File: src/rtl/sgc_pkg.sv
package sgc_pkg;
  localparam int WORD_W     = 32;
  localparam int DESC_WORDS = 8;
  localparam int IDX_W      = $clog2(DESC_WORDS);
  localparam int CNT_W      = 9;
  localparam int OFF_W      = 16;
  localparam int SZ_W       = 3;

  typedef enum logic [3:0] {
    ST_IDLE, ST_FETCH, ST_FETCH_WAIT, ST_CHECK,
    ST_RD, ST_RD_WAIT, ST_WR, ST_WR_WAIT, ST_MINOR_END
  } seq_state_e;

  typedef struct packed {
    logic [WORD_W-1:0] src;
    logic [SZ_W-1:0]   ssize;
    logic [SZ_W-1:0]   dsize;
    logic [OFF_W-1:0]  soff;
    logic [WORD_W-1:0] nbytes;
    logic [WORD_W-1:0] dst;
    logic [CNT_W-1:0]  citer;
    logic [OFF_W-1:0]  doff;
    logic [WORD_W-1:0] next_ptr;
    logic [CNT_W-1:0]  biter;
    logic              sg_en;
    logic              half_ie;
    logic              major_ie;
    logic              go;
  } desc_t;
endpackage

File: src/rtl/sgc_desc_capture.sv
module sgc_desc_capture
  import sgc_pkg::*;
(
  input  logic              clk,
  input  logic              rst_n,
  input  logic              cap_en,
  input  logic [IDX_W-1:0]  cap_idx,
  input  logic [WORD_W-1:0] cap_word,
  output desc_t             desc_q
);
  // Fields are picked straight out of each returned word; unused fields are never stored.
  always_ff @(posedge clk) begin
    if (!rst_n) begin
      desc_q <= '0;
    end else if (cap_en) begin
      case (cap_idx)
        IDX_W'(0): desc_q.src <= cap_word;
        IDX_W'(1): begin
          desc_q.ssize <= cap_word[26:24];
          desc_q.dsize <= cap_word[18:16];
          desc_q.soff  <= cap_word[15:0];
        end
        IDX_W'(2): desc_q.nbytes <= cap_word;
        IDX_W'(4): desc_q.dst <= cap_word;
        IDX_W'(5): begin
          desc_q.citer <= cap_word[24:16];
          desc_q.doff  <= cap_word[15:0];
        end
        IDX_W'(6): desc_q.next_ptr <= cap_word;
        IDX_W'(7): begin
          desc_q.biter    <= cap_word[24:16];
          desc_q.sg_en    <= cap_word[4];
          desc_q.half_ie  <= cap_word[2];
          desc_q.major_ie <= cap_word[1];
          desc_q.go       <= cap_word[0];
        end
        default: ;
      endcase
    end
  end
endmodule

File: src/rtl/sgc_beat_path.sv
module sgc_beat_path
  import sgc_pkg::*;
#(
  parameter int ADDR_W = 32
) (
  input  logic              clk,
  input  logic              rst_n,
  input  logic              load,
  input  logic [ADDR_W-1:0] src_init,
  input  logic [ADDR_W-1:0] dst_init,
  input  logic [WORD_W-1:0] nbytes,
  input  logic [OFF_W-1:0]  soff,
  input  logic [OFF_W-1:0]  doff,
  input  logic [1:0]        size_code,
  input  logic              rd_cap,
  input  logic [WORD_W-1:0] rd_word,
  input  logic              step,
  input  logic              rearm,
  output logic [ADDR_W-1:0] src_addr,
  output logic [ADDR_W-1:0] dst_addr,
  output logic [WORD_W-1:0] wr_word,
  output logic              last_beat
);
  localparam int EXT_W = ADDR_W - OFF_W;

  logic [WORD_W-1:0] remain_q;
  logic [WORD_W-1:0] beat_bytes;
  logic [WORD_W-1:0] lane_mask;
  logic [ADDR_W-1:0] soff_ext, doff_ext;

  assign beat_bytes = WORD_W'(1) << size_code;
  assign last_beat  = (remain_q == beat_bytes);
  assign soff_ext   = {{EXT_W{soff[OFF_W-1]}}, soff};
  assign doff_ext   = {{EXT_W{doff[OFF_W-1]}}, doff};

  always_comb begin
    case (size_code)
      2'd0:    lane_mask = WORD_W'(8'hFF);
      2'd1:    lane_mask = WORD_W'(16'hFFFF);
      default: lane_mask = '1;
    endcase
  end

  always_ff @(posedge clk) begin
    if (!rst_n) begin
      src_addr <= '0;
      dst_addr <= '0;
      remain_q <= '0;
      wr_word  <= '0;
    end else begin
      if (load) begin
        src_addr <= src_init;
        dst_addr <= dst_init;
        remain_q <= nbytes;
      end else if (step) begin
        src_addr <= src_addr + soff_ext;
        dst_addr <= dst_addr + doff_ext;
        remain_q <= remain_q - beat_bytes;
      end else if (rearm) begin
        remain_q <= nbytes;
      end
      if (rd_cap) wr_word <= rd_word & lane_mask;
    end
  end

  AST_BEAT_WITHIN_COUNT: assert property (@(posedge clk) disable iff (!rst_n)
    step |-> remain_q >= beat_bytes) else $error("beat past byte count");
endmodule

File: src/rtl/sgc_major_cnt.sv
module sgc_major_cnt
  import sgc_pkg::*;
(
  input  logic             clk,
  input  logic             rst_n,
  input  logic             load,
  input  logic [CNT_W-1:0] start_val,
  input  logic [CNT_W-1:0] begin_val,
  input  logic             dec,
  input  logic             half_ie,
  input  logic             major_ie,
  output logic             last_iter,
  output logic             irq_hit
);
  logic [CNT_W-1:0] cnt_q, cnt_nxt;

  assign cnt_nxt   = cnt_q - CNT_W'(1);
  assign last_iter = (cnt_q == CNT_W'(1));
  assign irq_hit   = (half_ie && (cnt_nxt == (begin_val >> 1)) && (cnt_nxt != '0))
                   || (major_ie && last_iter);

  always_ff @(posedge clk) begin
    if (!rst_n)                 cnt_q <= '0;
    else if (load)              cnt_q <= start_val;
    else if (dec && last_iter)  cnt_q <= begin_val;
    else if (dec)               cnt_q <= cnt_nxt;
  end

  AST_COUNT_LIVE: assert property (@(posedge clk) disable iff (!rst_n)
    dec |-> cnt_q != '0) else $error("major count underflow");
endmodule

File: src/rtl/sgchain_seq.sv
module sgchain_seq
  import sgc_pkg::*;
#(
  parameter int ADDR_W = 32
) (
  input  logic              clk,
  input  logic              rst_n,
  input  logic              start,
  input  logic [ADDR_W-1:0] chain_base,
  output logic              req_valid,
  input  logic              req_ready,
  output logic              req_write,
  output logic [ADDR_W-1:0] req_addr,
  output logic [1:0]        req_size,
  output logic [31:0]       req_wdata,
  input  logic              rsp_valid,
  input  logic [31:0]       rsp_rdata,
  input  logic              rsp_err,
  output logic              done,
  output logic              active,
  output logic              irq,
  output logic              err
);
  localparam logic [IDX_W-1:0] LAST_IDX = IDX_W'(DESC_WORDS - 1);

  seq_state_e        state_q;
  logic [IDX_W-1:0]  idx_q;
  logic [ADDR_W-1:0] ptr_q;
  logic              first_q, done_q, err_q, irq_q;
  desc_t             desc_q;
  logic              cfg_bad, run_ok, load, cap_en, rd_cap, step, rearm;
  logic              last_beat, last_iter, irq_hit;
  logic [ADDR_W-1:0] src_addr, dst_addr;
  logic [WORD_W-1:0] wr_word, beat_mask;

  assign beat_mask = (WORD_W'(1) << desc_q.ssize) - WORD_W'(1);
  assign cfg_bad = (desc_q.ssize > 3'd2) || (desc_q.ssize != desc_q.dsize) ||
                   (desc_q.nbytes == '0) || ((desc_q.nbytes & beat_mask) != '0) ||
                   (desc_q.citer == '0);
  assign run_ok = first_q || desc_q.go;
  assign load   = (state_q == ST_CHECK) && !cfg_bad && run_ok;
  assign cap_en = (state_q == ST_FETCH_WAIT) && rsp_valid && !rsp_err;
  assign rd_cap = (state_q == ST_RD_WAIT) && rsp_valid && !rsp_err;
  assign step   = (state_q == ST_WR_WAIT) && rsp_valid && !rsp_err;
  assign rearm  = (state_q == ST_MINOR_END) && !last_iter;

  sgc_desc_capture u_cap (
    .clk(clk), .rst_n(rst_n), .cap_en(cap_en), .cap_idx(idx_q),
    .cap_word(rsp_rdata), .desc_q(desc_q)
  );

  sgc_beat_path #(.ADDR_W(ADDR_W)) u_beat (
    .clk(clk), .rst_n(rst_n), .load(load),
    .src_init(desc_q.src[ADDR_W-1:0]), .dst_init(desc_q.dst[ADDR_W-1:0]),
    .nbytes(desc_q.nbytes), .soff(desc_q.soff), .doff(desc_q.doff),
    .size_code(desc_q.ssize[1:0]), .rd_cap(rd_cap), .rd_word(rsp_rdata),
    .step(step), .rearm(rearm), .src_addr(src_addr), .dst_addr(dst_addr),
    .wr_word(wr_word), .last_beat(last_beat)
  );

  sgc_major_cnt u_major (
    .clk(clk), .rst_n(rst_n), .load(load), .start_val(desc_q.citer),
    .begin_val(desc_q.biter), .dec(state_q == ST_MINOR_END),
    .half_ie(desc_q.half_ie), .major_ie(desc_q.major_ie),
    .last_iter(last_iter), .irq_hit(irq_hit)
  );

  // Request channel is a pure function of registered state, so it holds under back-pressure.
  always_comb begin
    req_valid = (state_q == ST_FETCH) || (state_q == ST_RD) || (state_q == ST_WR);
    req_write = (state_q == ST_WR);
    req_wdata = (state_q == ST_WR) ? wr_word : '0;
    case (state_q)
      ST_RD:   begin req_addr = src_addr; req_size = desc_q.ssize[1:0]; end
      ST_WR:   begin req_addr = dst_addr; req_size = desc_q.dsize[1:0]; end
      default: begin req_addr = ptr_q + (ADDR_W'(idx_q) << 2); req_size = 2'd2; end
    endcase
  end

  always_ff @(posedge clk) begin
    if (!rst_n) begin
      state_q <= ST_IDLE;
      idx_q   <= '0;
      ptr_q   <= '0;
      first_q <= 1'b0;
      done_q  <= 1'b0;
      err_q   <= 1'b0;
      irq_q   <= 1'b0;
    end else begin
      irq_q <= 1'b0;
      case (state_q)
        ST_IDLE: if (start) begin
          ptr_q   <= chain_base;
          idx_q   <= '0;
          first_q <= 1'b1;
          done_q  <= 1'b0;
          err_q   <= 1'b0;
          state_q <= ST_FETCH;
        end
        ST_FETCH: if (req_ready) state_q <= ST_FETCH_WAIT;
        ST_FETCH_WAIT: if (rsp_valid) begin
          if (rsp_err) begin
            err_q <= 1'b1; state_q <= ST_IDLE;
          end else if (idx_q == LAST_IDX) begin
            state_q <= ST_CHECK;
          end else begin
            idx_q <= idx_q + IDX_W'(1); state_q <= ST_FETCH;
          end
        end
        ST_CHECK: begin
          first_q <= 1'b0;
          if (cfg_bad) begin
            err_q <= 1'b1; state_q <= ST_IDLE;
          end else if (run_ok) begin
            state_q <= ST_RD;
          end else begin
            state_q <= ST_IDLE;
          end
        end
        ST_RD: if (req_ready) state_q <= ST_RD_WAIT;
        ST_RD_WAIT: if (rsp_valid) begin
          if (rsp_err) begin err_q <= 1'b1; state_q <= ST_IDLE; end
          else state_q <= ST_WR;
        end
        ST_WR: if (req_ready) state_q <= ST_WR_WAIT;
        ST_WR_WAIT: if (rsp_valid) begin
          if (rsp_err) begin err_q <= 1'b1; state_q <= ST_IDLE; end
          else state_q <= last_beat ? ST_MINOR_END : ST_RD;
        end
        ST_MINOR_END: begin
          irq_q <= irq_hit;
          if (!last_iter) begin
            state_q <= ST_RD;
          end else if (desc_q.sg_en) begin
            ptr_q   <= desc_q.next_ptr[ADDR_W-1:0];
            idx_q   <= '0;
            state_q <= ST_FETCH;
          end else begin
            done_q  <= 1'b1;
            state_q <= ST_IDLE;
          end
        end
        default: state_q <= ST_IDLE;
      endcase
    end
  end

  assign active = (state_q != ST_IDLE);
  assign done   = done_q;
  assign err    = err_q;
  assign irq    = irq_q;

  AST_REQ_HELD: assert property (@(posedge clk) disable iff (!rst_n)
    req_valid && !req_ready |=> req_valid && $stable(req_addr) && $stable(req_write)
      && $stable(req_size) && $stable(req_wdata)) else $error("request dropped");
  AST_DONE_EXCLUSIVE: assert property (@(posedge clk) disable iff (!rst_n)
    done |-> !active && !err) else $error("done overlaps active/err");
  AST_IDLE_QUIET: assert property (@(posedge clk) disable iff (!rst_n)
    !active |-> !req_valid) else $error("request while inactive");
  AST_IRQ_PULSE: assert property (@(posedge clk) disable iff (!rst_n)
    irq |=> !irq) else $error("irq longer than a cycle");
  AST_SIZE_LEGAL: assert property (@(posedge clk) disable iff (!rst_n)
    req_valid |-> req_size != 2'd3) else $error("illegal size code");
  AST_RSP_EXPECTED: assert property (@(posedge clk) disable iff (!rst_n)
    rsp_valid |-> (state_q == ST_FETCH_WAIT) || (state_q == ST_RD_WAIT)
      || (state_q == ST_WR_WAIT)) else $error("response without request");
endmodule

File: config.mk
export PLATFORM = sky130hd
export DESIGN_NAME = sgchain_seq
export DESIGN_NICKNAME = d
export VERILOG_FILES = /design/src/rtl/sgc_pkg.sv /design/src/rtl/sgc_desc_capture.sv /design/src/rtl/sgc_beat_path.sv /design/src/rtl/sgc_major_cnt.sv /design/src/rtl/sgchain_seq.sv
export SDC_FILE = /design/constraint.sdc
export NUM_CORES = 1
export LEC_CHECK = 0
export ABC_AREA = 1
export BUFFER_PORTS_ARGS = -buffer_cell sky130_fd_sc_hd__clkbuf_2
export CORE_UTILIZATION = 30
export DETAILED_ROUTE_END_ITERATION = 16
export PLACE_DENSITY_LB_ADDON = 0.08
export SLEW_MARGIN = 10
export SYNTH_ARGS = -nofsm -noshare
export SYNTH_HDL_FRONTEND = slang
export SYNTH_SLANG_ARGS = --single-unit
File: constraint.sdc
create_clock -name clk -period 2.7 [get_ports clk]
set_input_delay 0.135 -clock clk [delete_from_list [all_inputs] [get_ports clk]]
set_output_delay 0.135 -clock clk [all_outputs]
set_load 0.02 [all_outputs]
==> impl_metrics.toml, run 1 <==
[clock_tree]
clk_pin_slew_worst_paths_ns = 0.06
htree_levels = 2
tritoncts.num_buffers = 47
clk_latency_worst_skew_pair_ns = 0.60
clock-sinks = 368
cts_root_buffer_type = "sky130_fd_sc_hd__clkbuf_16"
number_of_buffers_on_the_longest_clock_path = 3
tritoncts_clock_tree = "yes"

[global_routing]
grt_use_total_pct = 24.6
grt-ovfl-total = 0
grt_pass1_wl_um = 143000
antenna_found_initial = 8
grt_max_degree = 124
vias_in_the_first_global_route = 22600

[logic_synthesis]
yosys.cell_types.count = 48
netlist_area_pre_place_um2 = 22700
synthesis.yosys.warnings = 0
synth_most_common_cell = "sky130_fd_sc_hd__nand2_1"
ys_ff_latch = 368
ys_seq_area_share_pct = 32.5
edff_count_synth = 0
synth_async_sr_flop_share_pct = 0
synth_fp_nets = 3806
post_synth_top_area_cell = "sky130_fd_sc_hd__dfxtp_1"
synthTopCellsByArea = "sky130_fd_sc_hd__dfxtp_1, sky130_fd_sc_hd__nand2_1, sky130_fd_sc_hd__inv_1"
synthesis.area_per_instance_um2 = 6.21
netlist.area_leader.share_pct = 32.5
number_of_standard_cells_after_synthesis = 3653
synth_ff_type = "sky130_fd_sc_hd__dfxtp_1"
synthTopCellsByCount = "sky130_fd_sc_hd__nand2_1, sky130_fd_sc_hd__inv_1, sky130_fd_sc_hd__nand3_1, sky130_fd_sc_hd__dfxtp_1, sky130_fd_sc_hd__nor2_1"

[timing]
achievable-frequency_ghz = 0.339
final_number_of_max_transition_violations = 0
final_critical_path_setup_slack_ns = -0.250
timing.final.crit_share_pct = 109
report.final.hold_viol_count = 0
setup_repair_after_global_routing_missed_its_margin = "yes"
skew_ns = 0.0273
fin_crit_ns = 2.95
tightest_slew_ns = 0.933
setup_viol_count_final = 18
fin_setup_tns_ns = -1.87
worst_slew_margin_rel_pct = 37.7

[worst_setup_path]
worstPathArrival_ns = 2.82
reg2reg_slack_ns = 0.20
worst-endpoint-required_ns = 2.57
timing.critical_path.to_type = "output port"
start_kind = "register"
setup.worst_path.class = "register to output port"
crit_fanout = 4

[drt]
postRouteAntennaNets = 0
detail_route.wirelength_um = 96000
wire_per_inst_um = 19.9
drcViolationCount = 0
route.vias.total = 23600
drt_iter0_drc = 1765
drt-pass1-iter-count = 6
route.detailed.vias_per_inst = 4.90

[placement]
io_buffers = 141
dpl_worst_slack_ns = 0.100
dp.cells = 4671
place.detailed.hpwl_um = 69900
gp_congestion = 0.888

[power]
p_seq_share_pct = 38.8
overall_power_consumption_mw = 15.1
switching_share_pct = 30.8
p_int_mw = 10.4
p_sw_mw = 4.64
power_leakage_nw = 13.9
power_frac_comb_pct = 18.1
power_frac_clock_pct = 43.1
p_per_area_nw_per_um2 = 548
peakVddDrop_v = 0.000393

[finish]
final_cell_count_no_fill = 4823
nNetsFinal = 3970
synthToLayoutAreaGrowth_pct = 21.3
post_route_cells_drive_above_1_share_pct = 10.6
area.sequential_um2 = 7380
multi_input_comb_area_um2 = 13000
fillers = 8268

[outcome]
run_status = "complete, but fails checks"
violations = "negative setup slack"

[floorplanning]
core_area_um2 = 74700
area_of_the_die_um2 = 76800
top_level_ports = 142
floorplan.rows = 100
initial_core_util_pct = 30.4
die_outline_height_um = 277
die_width_um = 277

[hold_path]
hold_path_class = "primary input to register"

[flow_run]
max_cap_violations = 0
[per-layer routing]
metal | up-vias | GRT usage, % | share of wire [%]
met3 | 130 | 3.09 | 4.8
met1 | 10800 | 33.3 | 46
met4 | 2 | 8.95 | 3.7
met2 | 595 | 39.8 | 45
li1 | 12100 | - | -
met5 | - | 0 | 0.014
[worst paths after layout]
check / from / end / depth (start not counted)
worst min-delay path: chain_base[0] / ptr_q[0] / 5
worst min register to register: u_beat.wr_word[0] / u_beat.wr_word[0] / 2
worst max-delay path: ptr_q[2] / req_addr[22] / 14
worst max register to register: u_beat.dst_addr[0] / u_beat.dst_addr[24] / 15
[registers in the layout, indices dropped and copies added, names as in the netlist, 4 cells and up]
| name | cells |
|---|---|
| ptr_q | 32 |
| u_cap.desc_q | 188 |
| u_beat.src_addr | 32 |
| state_q | 4 |
| u_beat.remain_q | 32 |
| u_major.cnt_q | 9 |
| u_beat.dst_addr | 32 |
| u_beat.wr_word | 32 |
[per-stage QoR]
stage | instance area [um2] | hold WS [ns] | util [%]
floorplan | 22700 | 0.292 | -
global placement | 24800 | 0.440 | 33.2
detailed placement | 24800 | 0.445 | 33.2
CTS | 27300 | 0.0115 | 36.5
global route | 27500 | 0.0624 | 36.8
finish | 27500 | 0.0375 | 36.9
[worst max-delay path, stage by stage, from the launching register on]
cell and delay (ns):
sky130_fd_sc_hd__dfxtp_2 0.35, sky130_fd_sc_hd__ha_4 0.14, sky130_fd_sc_hd__inv_2 0.04, sky130_fd_sc_hd__fa_2 0.35, sky130_fd_sc_hd__inv_2 0.08, sky130_fd_sc_hd__nand2_4 0.05, sky130_fd_sc_hd__a21oi_4 0.18, sky130_fd_sc_hd__buf_4 0.14
sky130_fd_sc_hd__buf_6 0.10, sky130_fd_sc_hd__inv_2 0.06, sky130_fd_sc_hd__nor3_2 0.13, sky130_fd_sc_hd__xor2_1 0.24, sky130_fd_sc_hd__nand2_1 0.12, sky130_fd_sc_hd__nand3_2 0.09, sky130_fd_sc_hd__clkbuf_8 0.15
[power by group through the flow]
| stage | sequential (mW) | combinational [mW] | clock, mW |
|---|---|---|---|
| CTS | 5.84 | 2.64 | 6.67 |
| floorplan | 5.91 | 1.30 | 0 |
| global placement | 5.95 | 2.40 | 0 |
| finish | 5.85 | 2.73 | 6.50 |
| detailed placement | 5.95 | 2.39 | 0 |
| global route | 5.87 | 2.92 | 6.89 |
[cells in the final DEF (no fill, tap or decap), types with 15 or more instances in the layout]
cell / n
sky130_fd_sc_hd__clkbuf_1: 15
sky130_fd_sc_hd__nor2_1: 298
sky130_fd_sc_hd__a21oi_1: 284
sky130_fd_sc_hd__dfxtp_1: 361
sky130_fd_sc_hd__clkbuf_16: 47
sky130_fd_sc_hd__buf_12: 21
sky130_fd_sc_hd__xor2_1: 45
sky130_fd_sc_hd__nor3_1: 24
sky130_fd_sc_hd__ha_1: 76
sky130_fd_sc_hd__dlygate4sd3_1: 55
sky130_fd_sc_hd__a211oi_1: 57
sky130_fd_sc_hd__o21ai_0: 241
sky130_fd_sc_hd__inv_1: 524
sky130_fd_sc_hd__nand3_2: 17
sky130_fd_sc_hd__nand3_1: 367
sky130_fd_sc_hd__nand4_1: 62
sky130_fd_sc_hd__clkbuf_2: 117
sky130_fd_sc_hd__nand2_1: 953
sky130_fd_sc_hd__buf_4: 60
sky130_fd_sc_hd__clkbuf_8: 20
[logic make-up (layout without fill, tap and decap cells)]
family | Yosys count | count (layout) | share of synthesized area [%]
flops | 368 | 368 | 32.5
simple gates | 1812 | 1812 | 33.8
mux | 5 | 5 | 0.221
xor+xnor | 54 | 54 | 2.08
fa+ha+maj | 83 | 83 | 4.71
buf+inv | 704 | 903 | 11.9
compound gates | 627 | 627 | 14.9
other cells | 0 | 2 | 0
[layout make-up]
| type | count | area share, % |
|---|---|---|
| Antenna cell | 2 | 0.0182 |
| Clock buffer | 70 | 4.88 |
| Clock inverter | 14 | 0.786 |
| Inverter | 541 | 7.40 |
| Multi-Input combinational cell | 2581 | 47.3 |
| Sequential cell | 368 | 26.8 |
| Tap cell | 969 | 4.40 |
| Timing Repair Buffer | 278 | 8.42 |
[timing repair]
item	CTS	global route
setup buffers	2	10
gates resized for setup	90	55
pin swaps	18	14
hold buffers	55	0
endpoints found under the setup margin	26	133
hold endpoints to repair	55	0
Power figures use the tool's default switching activity.
==> inputs of run 2 (changes only) <==
Settings changed: CORE_ASPECT_RATIO set to 0.75.
==> run 2 against run 1 <==
Via count increased by 0.87%. Combinational power about the same. Global-route usage decreased by 0.45 points. Power increased by 0.62%. Cell area increased by 1.7%. Clock skew increased by 0.0061 ns. Sequential power about the same. Setup slack got worse by 0.10 ns. Routed wire length increased by 0.34%. The flow still finishes with violations (negative setup slack). Non-clock buffer count increased by 29. Clock-buffer cell count decreased by 4. Sequential cell count unchanged.
==> impl_metrics.toml, run 2 (synthesis results as in run 1) <==
[outcome]
run_status = "complete, but fails checks"
violations = "negative setup slack"

[clock_tree]
tritoncts_clock_tree = "yes"
tritoncts.num_buffers = 44
htree_levels = 2
cts_root_buffer_type = "sky130_fd_sc_hd__clkbuf_16"
clock-sinks = 368
clk_latency_worst_skew_pair_ns = 0.61
clk_pin_slew_worst_paths_ns = 0.06
number_of_buffers_on_the_longest_clock_path = 3

[timing]
skew_ns = 0.0334
final_critical_path_setup_slack_ns = -0.351
timing.final.crit_share_pct = 113
report.final.hold_viol_count = 0
final_number_of_max_transition_violations = 0
worst_slew_margin_rel_pct = 37.0
setup_viol_count_final = 21
setup_repair_after_global_routing_missed_its_margin = "yes"
fin_crit_ns = 3.05
fin_hold_ws_ns = 0.0388
tightest_slew_ns = 0.944
achievable-frequency_ghz = 0.328

[finish]
insertedDiodeCount = 0
final_design_area_no_fill_um2 = 28000
final_cell_mix = "sky130_fd_sc_hd__nand2_1, sky130_fd_sc_hd__inv_1, sky130_fd_sc_hd__nand3_1, sky130_fd_sc_hd__dfxtp_1, sky130_fd_sc_hd__nor2_1"
nNetsFinal = 3996
post_route_cells_drive_above_1_share_pct = 11.9
multi_input_comb_area_um2 = 13100
largest_register = "u_cap.desc_q"
fillers = 8065
synthToLayoutAreaGrowth_pct = 23.3
area.sequential_um2 = 7370
mostFrequentLayoutCell = "sky130_fd_sc_hd__nand2_1"
largest_reg_flops = 188

[global_routing]
grt-ovfl-total = 0
grt_pass1_wl_um = 141000
grt_max_degree = 124
vias_in_the_first_global_route = 22100
antenna_found_initial = 6
grt_use_total_pct = 24.1

[power]
p_sw_mw = 4.72
p_per_area_nw_per_um2 = 542
power_frac_comb_pct = 18.1
p_seq_share_pct = 38.5
overall_power_consumption_mw = 15.2
power_frac_clock_pct = 43.3
switching_share_pct = 31.1
peakVddDrop_v = 0.000499
power_leakage_nw = 14.1
p_int_mw = 10.5

[flow_run]
max_cap_violations = 0

[floorplanning]
top_level_ports = 142
die_outline_height_um = 240
initial_core_util_pct = 30.6
die_width_um = 320
area_of_the_die_um2 = 76800
core_area_um2 = 74100
floorplan.rows = 86

[placement]
gp_congestion = 0.895
io_buffers = 141
place.detailed.hpwl_um = 67500
placed_cell_area_um2 = 24900

[drt]
drcViolationCount = 0
route.detailed.vias_per_inst = 4.92
wire_per_inst_um = 19.9
drt-pass1-iter-count = 5
postRouteAntennaNets = 0
detail_route.wirelength_um = 96300
drt_iter0_drc = 1839
route.vias.total = 23800

[worst_setup_path]
critical_path.cell_chain = "ha_4, inv_2, fa_2, inv_2, nand2_2, a21oi_2, buf_4, nand2_4, buf_6, nor2_4, inv_2, nor2_2, buf_6, nand2_2, xor2_2, nand2_1, nand3_2, clkbuf_8"
timing.critical_path.to_type = "output port"
rr_endpoint = "u_beat.remain_q[30]"
crit_fanout = 3
worstPathArrival_ns = 2.92
start_kind = "register"
cp_slowest_stage_delay_ns = 0.35
reg2reg_slack_ns = 0.14
crit_start = "idx_q[0]"
r2r_start = "u_cap.desc_q[154]"
worst-endpoint-required_ns = 2.57
crit_path_end = "req_addr[24]"
setup.worst_path.class = "register to output port"
rr_worst_depth = 19
critPathMostFrequentCell = "sky130_fd_sc_hd__inv_2"
timing.critical_path.slowest_stage_cell = "sky130_fd_sc_hd__dfxtp_2"

[hold_path]
hold_path_startpoint = "chain_base[28]"
hold_path_class = "primary input to register"
-- run 2: cell types whose count changed in the layout (fill, tap and decap cells not counted), sizes merged --
cell and change:
diode -2, clkbuf +2, buf +20, bufinv +1, dlymetal6s2s -1, inv +1, dlygate4sd3 +4, clkinv -1
-- run 2: power by group through the flow --
stage          sequential, mW  combinational, mW  clock (mW)
2_1_floorplan            5.91               1.30           0
3_3_place_gp             5.94               2.44           0
3_5_place_dp             5.94               2.43           0
4_1_cts                  5.84               2.65        6.71
5_1_grt                  5.87               2.96        6.90
6_report                 5.84               2.75        6.57
-- run 2: routing by layer --
layer | track usage (%) | part of all wire, % | up-vias
met1 | 37.1 | 52 | 11000
met3 | 2.64 | 5.2 | 88
met5 | 0 | 0 | -
met2 | 35.7 | 41 | 586
met4 | 4.81 | 1.7 | 0
li1 | - | - | 12200
-- run 2: metrics by stage --
stage          TNS, ns  cells  utilization [%]  setup WS (ns)
4_1_cts          -5.47   4829             36.9         -0.509
5_1_grt          -6.45   4846             37.8         -0.456
2_1_floorplan        0   3653                -          0.205
6_report         -3.77   4846             37.8         -0.351
3_5_place_dp         0   4684             33.6        0.00250
3_3_place_gp         0   4684             33.6         0.0162
-- run 2: area by class of cell --
cell class,count,area share [%]
multi-input combinational,2581,46.9
sequential,368,26.3
timing repair buffer,307,9.51
inverter,541,7.29
clock buffer,66,4.66
tap,968,4.33
clock inverter,15,0.934
-- run 2: how the worst min path moves through the flow --
| stage | endpoint | depth (start not counted) |
|---|---|---|
| floorplan | state_q[3] | 3 |
| global placement | u_beat.wr_word[9] | 3 |
| detailed placement | u_beat.wr_word[6] | 3 |
| CTS | ptr_q[25] | 5 |
| global route | ptr_q[28] | 5 |
| finish | ptr_q[28] | 5 |
-- run 2: critical path: cells and delay by family, from the launching register on --
kind / cells / cell delay (ns)
AOI/OAI and AO/OA: 1 / 0.11
adders and majority gates: 2 / 0.46
xor gates and xnor gates: 1 / 0.15
buffers and inverters: 7 / 0.71
DFF: 1 / 0.35
and+or+nand+nor: 7 / 0.53
-- run 2: timing repair --
item | CTS | global route
resized for setup | 83 | 100
gates cloned | 0 | 10
pin swaps | 18 | 33
buffers inserted | 5 | 7
hold endpoints to repair | 66 | 0
hold buffers | 59 | 0
setup endpoints to repair | 25 | 135
==> inputs of run 3 (changes only) <==
Settings changed: SETUP_SLACK_MARGIN set to 0.05, SKIP_CTS_REPAIR_TIMING set to 1.
==> run 3 against run 2 <==
The flow finishes with violations (negative hold slack, negative setup slack). Die area did not move. Critical endpoint is now req_addr[20]. Utilization shrank 0.14 points. Via count decreased by 0.63%.
==> impl_metrics.toml, run 3 (synthesis results as in run 1) <==
[hold_path]
hold_path_class = "primary input to register"

[flow_run]
max_cap_violations = 0

[global_routing]
grt_max_degree = 124
vias_in_the_first_global_route = 21600
grt_pass1_wl_um = 140000
grt_use_total_pct = 24.0
grt-ovfl-total = 0
antenna_found_initial = 6

[finish]
insertedDiodeCount = 0
synthToLayoutAreaGrowth_pct = 22.9
post_route_cells_drive_above_1_share_pct = 13.1
largest_reg_flops = 188
final_cell_mix = "sky130_fd_sc_hd__nand2_1, sky130_fd_sc_hd__inv_1, sky130_fd_sc_hd__nand3_1, sky130_fd_sc_hd__dfxtp_1, sky130_fd_sc_hd__nor2_1"
mostFrequentLayoutCell = "sky130_fd_sc_hd__nand2_1"
nNetsFinal = 3978
largest_register = "u_cap.desc_q"
final_cell_count_no_fill = 4828

[worst_setup_path]
crit_fanout = 3
start_kind = "register"
timing.critical_path.to_type = "output port"
critPathMostFrequentCell = "sky130_fd_sc_hd__inv_2"
cp_slowest_stage_delay_ns = 0.35
worst-endpoint-required_ns = 2.57
timing.critical_path.slowest_stage_cell = "sky130_fd_sc_hd__dfxtp_2"
worstPathArrival_ns = 2.94
setup.worst_path.class = "register to output port"
critical_path.cell_chain = "ha_4, inv_2, fa_2, inv_2, nand2_2, a21oi_2, buf_4, nand2_4, buf_6, nor2_4, inv_2, nor2_2, buf_6, xor2_2, o211ai_1, buf_4"

[drt]
drt_iter0_drc = 1825
postRouteAntennaNets = 0
route.detailed.vias_per_inst = 4.90
drcViolationCount = 0
drt-pass1-iter-count = 5
detail_route.wirelength_um = 94400
wire_per_inst_um = 19.5
route.vias.total = 23700

[power]
p_seq_share_pct = 38.6
overall_power_consumption_mw = 15.1
switching_share_pct = 31.2
p_sw_mw = 4.72
power_frac_clock_pct = 43.4
power_leakage_nw = 14.1
peakVddDrop_v = 0.000499
p_per_area_nw_per_um2 = 543
p_int_mw = 10.4
power_frac_comb_pct = 18.0

[clock_tree]
clock-sinks = 368
cts_root_buffer_type = "sky130_fd_sc_hd__clkbuf_16"
htree_levels = 2
clk_pin_slew_worst_paths_ns = 0.06
number_of_buffers_on_the_longest_clock_path = 3
tritoncts_clock_tree = "yes"
tritoncts.num_buffers = 44
clk_latency_worst_skew_pair_ns = 0.61

[floorplanning]
core_area_um2 = 74100
area_of_the_die_um2 = 76800
initial_core_util_pct = 30.6
die_outline_height_um = 240
die_width_um = 320
floorplan.rows = 86
top_level_ports = 142

[timing]
tightest_slew_ns = 0.928
achievable-frequency_ghz = 0.325
fin_setup_tns_ns = -3.86
timing.final.crit_share_pct = 114
final_critical_path_setup_slack_ns = -0.375
fin_crit_ns = 3.08
setup_repair_after_global_routing_missed_its_margin = "yes"
setup_viol_count_final = 19
final_number_of_max_transition_violations = 0
skew_ns = 0.0370
report.final.hold_viol_count = 8
worst_slew_margin_rel_pct = 38.0
fin_hold_ws_ns = -0.0467

[outcome]
violations = "negative hold slack, negative setup slack"
run_status = "complete, but fails checks"

[placement]
dp.cells = 4684
io_buffers = 141
gp_congestion = 0.895
place.detailed.hpwl_um = 67500
run 3: changes by cell type in the layout (fill, tap and decap cells not counted), sizes merged:
cell / delta
dlygate4sd3: -13
clkbuf: -9
buf: +4
run 3: area by class of cell:
type | instances | area (um2)
clock inverter | 15 | 262
fill | 8092 | 46300
inverter | 541 | 2050
tap | 968 | 1210
clock buffer | 66 | 1300
timing repair buffer | 289 | 2360
multi-input combinational | 2581 | 13300
sequential | 368 | 7380
run 3: critical path: cells and delay by family, from the launching register on:
kind	cells	cell delay, ns
and+or+nand+nor	4	0.29
AOI/OAI and AO/OA	2	0.28
xor gates and xnor gates	1	0.20
DFF	1	0.35
buffers and inverters	7	0.75
adders and majority gates	2	0.48
run 3: worst paths after layout:
kind,from,slack (ns),cells after the start,end
hold reg to reg,u_beat.wr_word[2],0.45,2,u_beat.wr_word[2]
setup / recovery,ptr_q[2],-0.38,16,req_addr[20]
setup reg to reg,u_cap.desc_q[154],0.10,19,u_beat.remain_q[30]
hold / removal,chain_base[21],-0.05,5,ptr_q[21]
run 3: power groups by stage:
stage	combinational, mW	sequential, mW	clock, mW
after global placement	2.44	5.94	0
after floorplan	1.30	5.91	0
final	2.72	5.84	6.57
after detailed placement	2.43	5.94	0
after CTS	2.44	5.82	6.71
after global routing	2.92	5.87	6.90
run 3: layer usage:
metal	global-route usage (%)	wire, um	vias up
met3	2.64	5070	82
met1	37.1	49100	10900
met2	35.2	38700	556
li1	-	-	12100
met4	4.55	1560	0
met5	0	0	-
run 3: through the flow:
step | hold WS (ns) | setup WS [ns] | area (um2) | util (%)
2_1_floorplan | 0.292 | 0.205 | 22700 | -
3_3_place_gp | 0.443 | 0.0162 | 24900 | 33.6
3_5_place_dp | 0.443 | 0.00250 | 24900 | 33.6
4_1_cts | -0.215 | -0.669 | 26400 | 35.7
5_1_grt | 0.00436 | -0.482 | 27900 | 37.6
6_report | -0.0467 | -0.375 | 27900 | 37.6
